File: config.mk
export PLATFORM = sky130hd
export DESIGN_NAME = rst_pwr_ctl
export DESIGN_NICKNAME = d
export VERILOG_FILES = /design/src/rtl/rpc_pkg.sv /design/src/rtl/rpc_pin_sync.sv /design/src/rtl/rpc_reset_ctrl.sv /design/src/rtl/rpc_regfile.sv /design/src/rtl/rpc_nap.sv /design/src/rtl/rst_pwr_ctl.sv
export SDC_FILE = /design/constraint.sdc
export NUM_CORES = 1
export LEC_CHECK = 0
export ABC_AREA = 0
export BUFFER_PORTS_ARGS = -buffer_cell sky130_fd_sc_hd__clkbuf_2
export CELL_PAD_IN_SITES_DETAIL_PLACEMENT = 1
export CELL_PAD_IN_SITES_GLOBAL_PLACEMENT = 2
export CORE_MARGIN = 2
export CORE_UTILIZATION = 19
export CTS_BUF_LIST = sky130_fd_sc_hd__clkbuf_4 sky130_fd_sc_hd__clkbuf_8
export CTS_CLUSTER_DIAMETER = 40
export DETAILED_ROUTE_END_ITERATION = 16
export PLACE_DENSITY_LB_ADDON = 0.1
export SETUP_SLACK_MARGIN = 0.2
export SYNTH_ARGS = -nofsm -noshare
export SYNTH_HDL_FRONTEND = slang
export SYNTH_SLANG_ARGS = --single-unit
File: constraint.sdc
create_clock -name clk -period 1.2 [get_ports clk]
set_input_delay 0.06 -clock clk [delete_from_list [all_inputs] [get_ports clk]]
set_output_delay 0.06 -clock clk [all_outputs]
set_load 0.01 [all_outputs]
File: src/rtl/rpc_pkg.sv
// Shared constants and types for the reset and power control register.
// Assumes a fixed byte lane layout for the 32-bit word.
package rpc_pkg;
    localparam int WORD_W = 32;
    localparam int KEY_W  = 8;

    // Control bit positions within the low byte; the core decodes these.
    localparam int B_PD  = 0;
    localparam int B_NAP = 1;
    localparam int B_CLS = 2;
    localparam int B_IN  = 4;
    localparam int B_VDD = 5;

    typedef struct packed {
        logic vdd_dis;
        logic in_dis;
        logic rst_cls;
        logic nap_en;
        logic pwrdn;
    } ctl_t;

    // Assemble the readable word from key and control fields.
    function automatic logic [WORD_W-1:0] pack_word(logic [KEY_W-1:0] key, ctl_t c);
        logic [WORD_W-1:0] w;
        w = '0;
        w[15:8]  = key;
        w[B_VDD] = c.vdd_dis;
        w[B_IN]  = c.in_dis;
        w[B_CLS] = c.rst_cls;
        w[B_NAP] = c.nap_en;
        w[B_PD]  = c.pwrdn;
        return w;
    endfunction
endpackage

File: src/rtl/rpc_pin_sync.sv
// Synchroniser for the asynchronous active-low reset pin.
// Assumes STAGES >= 2; output is high while the synchronised pin is low.
module rpc_pin_sync #(
    parameter int STAGES = 2
) (
    input  logic clk,
    input  logic por_n,
    input  logic pin_n,
    output logic pin_act
);
    logic [STAGES-1:0] stage_q;

    // Shift the pin level through the flop chain; idle level is high.
    always_ff @(posedge clk) begin
        if (!por_n) stage_q[0] <= 1'b1;
        else        stage_q[0] <= pin_n;
    end

    for (genvar i = 1; i < STAGES; i++) begin : g_chain
        // Next synchroniser stage.
        always_ff @(posedge clk) begin
            if (!por_n) stage_q[i] <= 1'b1;
            else        stage_q[i] <= stage_q[i-1];
        end
    end

    assign pin_act = !stage_q[STAGES-1];
endmodule

File: src/rtl/rpc_reset_ctrl.sv
// Picks the reset class for a synchronised pin assertion.
// Keeps a sticky flag, set by power-down, that forces application class
// until power-on reset. Assumes por_n is synchronous, active low.
module rpc_reset_ctrl (
    input  logic clk,
    input  logic por_n,
    input  logic pin_act_i,
    input  logic rst_cls_i,
    input  logic pwrdn_i,
    output logic full_rst_o,
    output logic app_rst_o
);
    logic sticky_q;
    logic force_app;

    // Remember that power-down was requested at any time since power-on.
    always_ff @(posedge clk) begin
        if (!por_n)       sticky_q <= 1'b0;
        else if (pwrdn_i) sticky_q <= 1'b1;
    end

    // Application class if selected, if power-down is set now, or if it was set before.
    always_comb begin
        force_app  = rst_cls_i || pwrdn_i || sticky_q;
        full_rst_o = pin_act_i && !force_app;
        app_rst_o  = pin_act_i && force_app;
    end

    AST_STICKY_APP: assert property (@(posedge clk) disable iff (!por_n)
        (sticky_q && pin_act_i) |-> (app_rst_o && !full_rst_o));
    AST_CLS_APP: assert property (@(posedge clk) disable iff (!por_n)
        (rst_cls_i && pin_act_i) |-> !full_rst_o);
endmodule

File: src/rtl/rpc_regfile.sv
// Key and control-bit storage with byte-addressed writes.
// The key is checked before the same write can change it. Full reset
// clears all; application reset clears key and alarm disables only.
module rpc_regfile
    import rpc_pkg::*;
#(
    parameter int                ADDR_W    = 8,
    parameter logic [ADDR_W-1:0] BASE_ADDR = 8'h04,
    parameter logic [KEY_W-1:0]  KEY_VAL   = 8'h69
) (
    input  logic              clk,
    input  logic              por_n,
    input  logic              full_rst_i,
    input  logic              app_rst_i,
    input  logic              wr_en_i,
    input  logic [ADDR_W-1:0] wr_addr_i,
    input  logic [7:0]        wr_data_i,
    output logic [KEY_W-1:0]  key_o,
    output ctl_t              ctl_o
);
    localparam logic [ADDR_W-1:0] KEY_ADDR = BASE_ADDR + 1'b1;

    logic [KEY_W-1:0] key_q;
    ctl_t             ctl_q;
    logic             ctl_wr;
    logic             key_wr;
    logic             unused_bits;

    assign ctl_wr      = wr_en_i && (wr_addr_i == BASE_ADDR) && (key_q == KEY_VAL);
    assign key_wr      = wr_en_i && (wr_addr_i == KEY_ADDR);
    assign unused_bits = ^{wr_data_i[7:6], wr_data_i[3]};

    // Key register: cleared by either reset class, loaded from its byte lane.
    always_ff @(posedge clk) begin
        if (!por_n || full_rst_i || app_rst_i) key_q <= '0;
        else if (key_wr)                       key_q <= wr_data_i;
    end

    // Alarm disables: user fields, cleared by both reset classes.
    always_ff @(posedge clk) begin
        if (!por_n || full_rst_i || app_rst_i) begin
            ctl_q.vdd_dis <= 1'b0;
            ctl_q.in_dis  <= 1'b0;
        end else if (ctl_wr) begin
            ctl_q.vdd_dis <= wr_data_i[B_VDD];
            ctl_q.in_dis  <= wr_data_i[B_IN];
        end
    end

    // Power and reset-class bits: cleared only by full-class reset.
    always_ff @(posedge clk) begin
        if (!por_n || full_rst_i) begin
            ctl_q.rst_cls <= 1'b0;
            ctl_q.nap_en  <= 1'b0;
            ctl_q.pwrdn   <= 1'b0;
        end else if (ctl_wr && !app_rst_i) begin
            ctl_q.rst_cls <= wr_data_i[B_CLS];
            ctl_q.nap_en  <= wr_data_i[B_NAP];
            ctl_q.pwrdn   <= wr_data_i[B_PD];
        end
    end

    assign key_o = key_q;
    assign ctl_o = ctl_q;

    AST_LOCKED_HOLD: assert property (@(posedge clk) disable iff (!por_n)
        (!full_rst_i && !app_rst_i && !(wr_en_i && wr_addr_i == BASE_ADDR && key_q == KEY_VAL))
        |=> $stable(ctl_q));
    AST_FULL_CLEAR: assert property (@(posedge clk) disable iff (!por_n)
        full_rst_i |=> (key_q == '0 && ctl_q == '0));
    AST_APP_KEEP: assert property (@(posedge clk) disable iff (!por_n)
        (app_rst_i && !full_rst_i) |=> ($stable({ctl_q.rst_cls, ctl_q.nap_en, ctl_q.pwrdn})
                                        && key_q == '0 && !ctl_q.vdd_dis && !ctl_q.in_dis));
endmodule

File: src/rtl/rpc_nap.sv
// Nap request handshake: rises after a conversion ends while chip-select
// is high and nap is enabled; drops when chip-select goes low or nap is off.
module rpc_nap (
    input  logic clk,
    input  logic por_n,
    input  logic full_rst_i,
    input  logic nap_en_i,
    input  logic csel_i,
    input  logic conv_done_i,
    output logic nap_req_o
);
    logic nap_req_q;

    // Track the nap state from chip-select and conversion completion.
    always_ff @(posedge clk) begin
        if (!por_n || full_rst_i)       nap_req_q <= 1'b0;
        else if (!csel_i || !nap_en_i)  nap_req_q <= 1'b0;
        else if (conv_done_i)           nap_req_q <= 1'b1;
    end

    assign nap_req_o = nap_req_q;

    AST_NAP_OFF: assert property (@(posedge clk) disable iff (!por_n)
        !nap_en_i |=> !nap_req_q);
    AST_NAP_SET: assert property (@(posedge clk) disable iff (!por_n)
        (csel_i && nap_en_i && conv_done_i && !full_rst_i) |=> nap_req_q);
    AST_NAP_CS_LOW: assert property (@(posedge clk) disable iff (!por_n)
        !csel_i |=> !nap_req_q);
endmodule

File: src/rtl/rst_pwr_ctl.sv
// Top of the key-protected reset and power control register.
// Assumes single-byte writes, a combinational word read and a synchronous
// active-low power-on reset; the reset pin is asynchronous.
module rst_pwr_ctl
    import rpc_pkg::*;
#(
    parameter int                ADDR_W      = 8,
    parameter logic [ADDR_W-1:0] BASE_ADDR   = 8'h04,
    parameter logic [KEY_W-1:0]  KEY_VAL     = 8'h69,
    parameter int                SYNC_STAGES = 2
) (
    input  logic              clk,
    input  logic              por_n,
    input  logic              rst_pin_n,
    input  logic              wr_en,
    input  logic [ADDR_W-1:0] wr_addr,
    input  logic [7:0]        wr_data,
    input  logic [ADDR_W-1:0] rd_addr,
    output logic [WORD_W-1:0] rd_data,
    input  logic              csel,
    input  logic              conv_done,
    output logic              supply_alarm_en,
    output logic              input_alarm_en,
    output logic              nap_req,
    output logic              pwrdn_req
);
    logic             pin_act;
    logic             full_rst;
    logic             app_rst;
    logic [KEY_W-1:0] key;
    ctl_t             ctl;

    rpc_pin_sync #(.STAGES(SYNC_STAGES)) i_sync (
        .clk     (clk),
        .por_n   (por_n),
        .pin_n   (rst_pin_n),
        .pin_act (pin_act)
    );

    rpc_reset_ctrl i_rstc (
        .clk        (clk),
        .por_n      (por_n),
        .pin_act_i  (pin_act),
        .rst_cls_i  (ctl.rst_cls),
        .pwrdn_i    (ctl.pwrdn),
        .full_rst_o (full_rst),
        .app_rst_o  (app_rst)
    );

    rpc_regfile #(.ADDR_W(ADDR_W), .BASE_ADDR(BASE_ADDR), .KEY_VAL(KEY_VAL)) i_regs (
        .clk        (clk),
        .por_n      (por_n),
        .full_rst_i (full_rst),
        .app_rst_i  (app_rst),
        .wr_en_i    (wr_en),
        .wr_addr_i  (wr_addr),
        .wr_data_i  (wr_data),
        .key_o      (key),
        .ctl_o      (ctl)
    );

    rpc_nap i_nap (
        .clk         (clk),
        .por_n       (por_n),
        .full_rst_i  (full_rst),
        .nap_en_i    (ctl.nap_en),
        .csel_i      (csel),
        .conv_done_i (conv_done),
        .nap_req_o   (nap_req)
    );

    // Word read and core-facing control outputs.
    always_comb begin
        rd_data         = (rd_addr == BASE_ADDR) ? pack_word(key, ctl) : '0;
        supply_alarm_en = !ctl.vdd_dis;
        input_alarm_en  = !ctl.in_dis;
        pwrdn_req       = ctl.pwrdn;
    end

    AST_NO_FULL_AFTER_PD: assert property (@(posedge clk) disable iff (!por_n)
        pwrdn_req |=> !full_rst);
endmodule

==> results.md <==
* Crit-path cells: and4bb_2 -> nand4_1 -> o21ai_0 -> a21oi_1
* IO Count at 66
* Post-synthesis mux area share at 1.022%
* Largest net degree at the start of global routing at 11
* Final WL at 2938 um
* WHS Endpoint: i_nap.nap_req_o
* Register-to-Register Setup Slack at -0.07 ns
* Grt total ovfl at 0
* Layout area overhead at 54.79%
* Pins Over Slew Limit at 0
* Die Span Y at 75.81 um
* Antenna diodes at 0
* Synth Area in Adders at 0%
* Root Buffer: clkbuf_8
* Main combinational cell family by area after synthesis: simple AND/OR/NAND/NOR gates
* Number of global-route vias before repair at 1012
* GR Util All Layers at 10.60%
* Final design utilization at 30.07%
* Crit path kind: reg2reg
* Status: finished, violations left
* Die X at 75.81 um
* Max Freq at 0.7868 GHz
* Dominant cells by area after synthesis: dfxtp_1 (35%), buf_4 (15%), and2_1 (8.9%)
* Cell Count Post-Placement at 247
* Post-Synth Simple-Gate Area at 37.42%
* Cells after Synth at 121
* Final Cell Area at 0.001516 mm^2
* Clock Skew at 0.0009710 ns
* Net Sw Frac at 23.70%
* Synth Area in Compound Gates at 8.685%
* Worst EP arrival at 1.40 ns
* Netlist cell types at 25
* LEAKAGE at 0.6773 nW
* Worst hold start: csel
* Reg2reg end: i_regs.ctl_o[2]
* H-tree Lvls at 1
* Row cnt at 26
* Post-synthesis sequential area ratio at 34.74%
* Post-route ant nets at 0
* Via count at 968
* Initial Util at 19.43%
* Initial drt markers at 19
* Setup ws final at -0.07095 ns
* First-pass GRT wire length at 4560 um
* Critical Path RT at 1.33 ns
* Nets at 213
* Setup bufs post-CTS at 0
* Wire per inst at 11.66 um
* Critical Path End Type: register
* Largest area contributor in the netlist: dfxtp_1
* Clock share of power at 39.2%
* Logic pwr share at 11.4%
* First-pass detailed-route iteration total at 4
* Endpoints failing hold at 0
* Num CTS Buffers at 3
* Sw Pwr at 0.2732 mW
* Hold depth at 3
* Final setup fails at 5
* Max IR drop VDD at 336.6 uV
* Fin crit period at 1.271 ns
* YS warnings at 0
* DRC errors left at 0
* DP Area at 0.001308 mm^2
* Hpwl dp at 2469 um
* Syn Area/Cell at 8.097 um^2
* Share of the synthesized area in the top cell type at 34.74%
* CTS tree: yes
* CP peak stage delay at 0.33 ns
* Initial antenna violation count at 0
* Total Power at 1.152 mW
* Bufs and invs on worst path at 0
* Vias/cell at 3.841
* Sequential share of power at 49.5%
* Worst skew pair latency at 0.25 ns
* Fin crit share at 105.9%
* Clock tree buffer depth at 2
* R2R depth at 4
* Min-Delay Path Class: in2reg
* Synthesis-stage register bit count at 17
* Placeable Area at 0.005042 mm^2
* FF-to-FF Start: i_regs.key_o[7]
* MaxCap Viol Count at 0
* Port Buffer Count at 46
* Sinks on Clock Net at 17
* Startpoint Class: register
* RSZ-0062 raised after global routing: true
* Largest fanout on the critical path at 5
* Pwr/cell area at 759.9 mW/mm^2
* Gpl congestion at 0.7434
* Xor and xnor area share after synthesis at 0%
* Die area at 0.005746 mm^2
* Crit path max-delay family: simple AND/OR/NAND/NOR gates
* CP max stage cell: dfxtp_2
* Failing checks: setup timing
* Clk slew on worst S/H paths at 0.07 ns
* Final non-filler cell total at 252
* Share of cells above drive strength 1 at 45.60%
* Post-Syn Area at 979.7 um^2
* Internal power at 0.8792 mW
[stage by stage]
stage / worst slack [ns] / TNS (ns) / hold WS [ns]
floorplan: 0.08507 / 0 / 0.1330
global placement: -0.03004 / -0.07273 / 0.2488
detailed placement: -0.07442 / -0.4062 / 0.2451
CTS: -0.09047 / -0.3577 / 0.02908
global route: -0.1921 / -0.8304 / 0.03411
finish: -0.07095 / -0.2774 / 0.02889
[cell families (layout without fill, tap and decap cells)]
logic type,after synthesis,in the layout
mux,1,1
buf+inv,25,68
simple gates,60,60
other cells,1,19
compound gates,17,17
flops,17,17
[state kept, by name, summed over array words and instances, names as in the netlist]
signal and flops:
i_regs.key_o 8, i_regs.ctl_o 5, i_sync.stage_q 2, i_nap.nap_req_o 1, i_rstc.sticky_q 1
[cells in the mapped netlist]
cell type	number
and2_1	14
nor4_1	1
o21ai_0	5
nand4bb_1	1
nand3_1	12
nor4b_4	2
inv_1	3
nor3b_1	1
clkbuf_1	1
and4bb_2	1
and4b_1	1
and3_1	1
dfxtp_1	17
nand4_1	3
a21oi_1	12
and4_1	1
buf_6	1
nand2b_1	2
mux2i_1	1
nand2_1	12
buf_2	1
buf_4	19
nor2_1	7
nor2b_1	1
conb_1	1
[worst max-delay path by stage]
stage                      endpoint            start  cells after the start
floorplan           i_regs.ctl_o[1]  i_regs.key_o[4]                      4
global placement    i_regs.ctl_o[1]  i_regs.key_o[7]                      4
detailed placement  i_regs.ctl_o[3]  i_regs.key_o[7]                      4
CTS                 i_regs.ctl_o[1]  i_regs.key_o[7]                      4
global route        i_regs.ctl_o[3]  i_regs.key_o[7]                      4
finish              i_regs.ctl_o[2]  i_regs.key_o[7]                      4
[tightest hold or removal path, delay by kind of cell]
kind                   cells  cell delay, ns
AO/OA/AOI/OAI              1            0.06
AND/OR/NAND/NOR            1            0.04
buffers and inverters      1            0.08
[per-layer routing]
metal	up-vias	wire length [um]	global-route usage (%)
li1	492	-	-
met1	431	1232	12.65
met2	43	1500	18.49
met3	2	171	1.587
met4	0	34	5.068
met5	-	0	0
[what timing repair did]
action,in CTS,in global routing
hold buffers,1,0
gates cloned,0,0
endpoints found under the hold margin,1,0
pin swaps,6,7
endpoints found under the setup margin,21,23
resized for setup,20,26
[cell usage in the layout (no fill, tap or decap), types with 2 or more instances in the layout]
cell      synthesis  layout
clkbuf_2          0      32
conb_1            1      19
dfxtp_1          17      16
and2_4            0      12
nand3_1          12      12
a21oi_1          12      12
buf_6             1      12
buf_4            19      12
nand2_1          12      11
nor2_1            7       7
o21ai_0           5       5
inv_1             3       3
nand4_1           3       3
clkbuf_8          0       3
buf_8             0       3
and2_1           14       2
nor4b_4           2       2
nand2b_1          2       2
[power groups by stage]
stage          Clock, mW  Sequential [mW]  Combinational, mW
2_1_floorplan          0            0.582             0.0975
3_3_place_gp           0            0.583              0.118
3_5_place_dp           0            0.583              0.120
4_1_cts            0.469            0.570              0.126
5_1_grt            0.499            0.570              0.146
6_report           0.451            0.570              0.131
[layout make-up]
| type | instances | area (um^2) |
|---|---|---|
| inverters | 3 | 11.26 |
| well taps | 70 | 87.58 |
| multi-input cells | 97 | 581.8 |
| repair buffers | 61 | 445.4 |
| fillers | 622 | 3526 |
| clock buffers | 4 | 48.80 |
| flip-flops and latches | 17 | 341.6 |
Power figures use the tool's default switching activity.
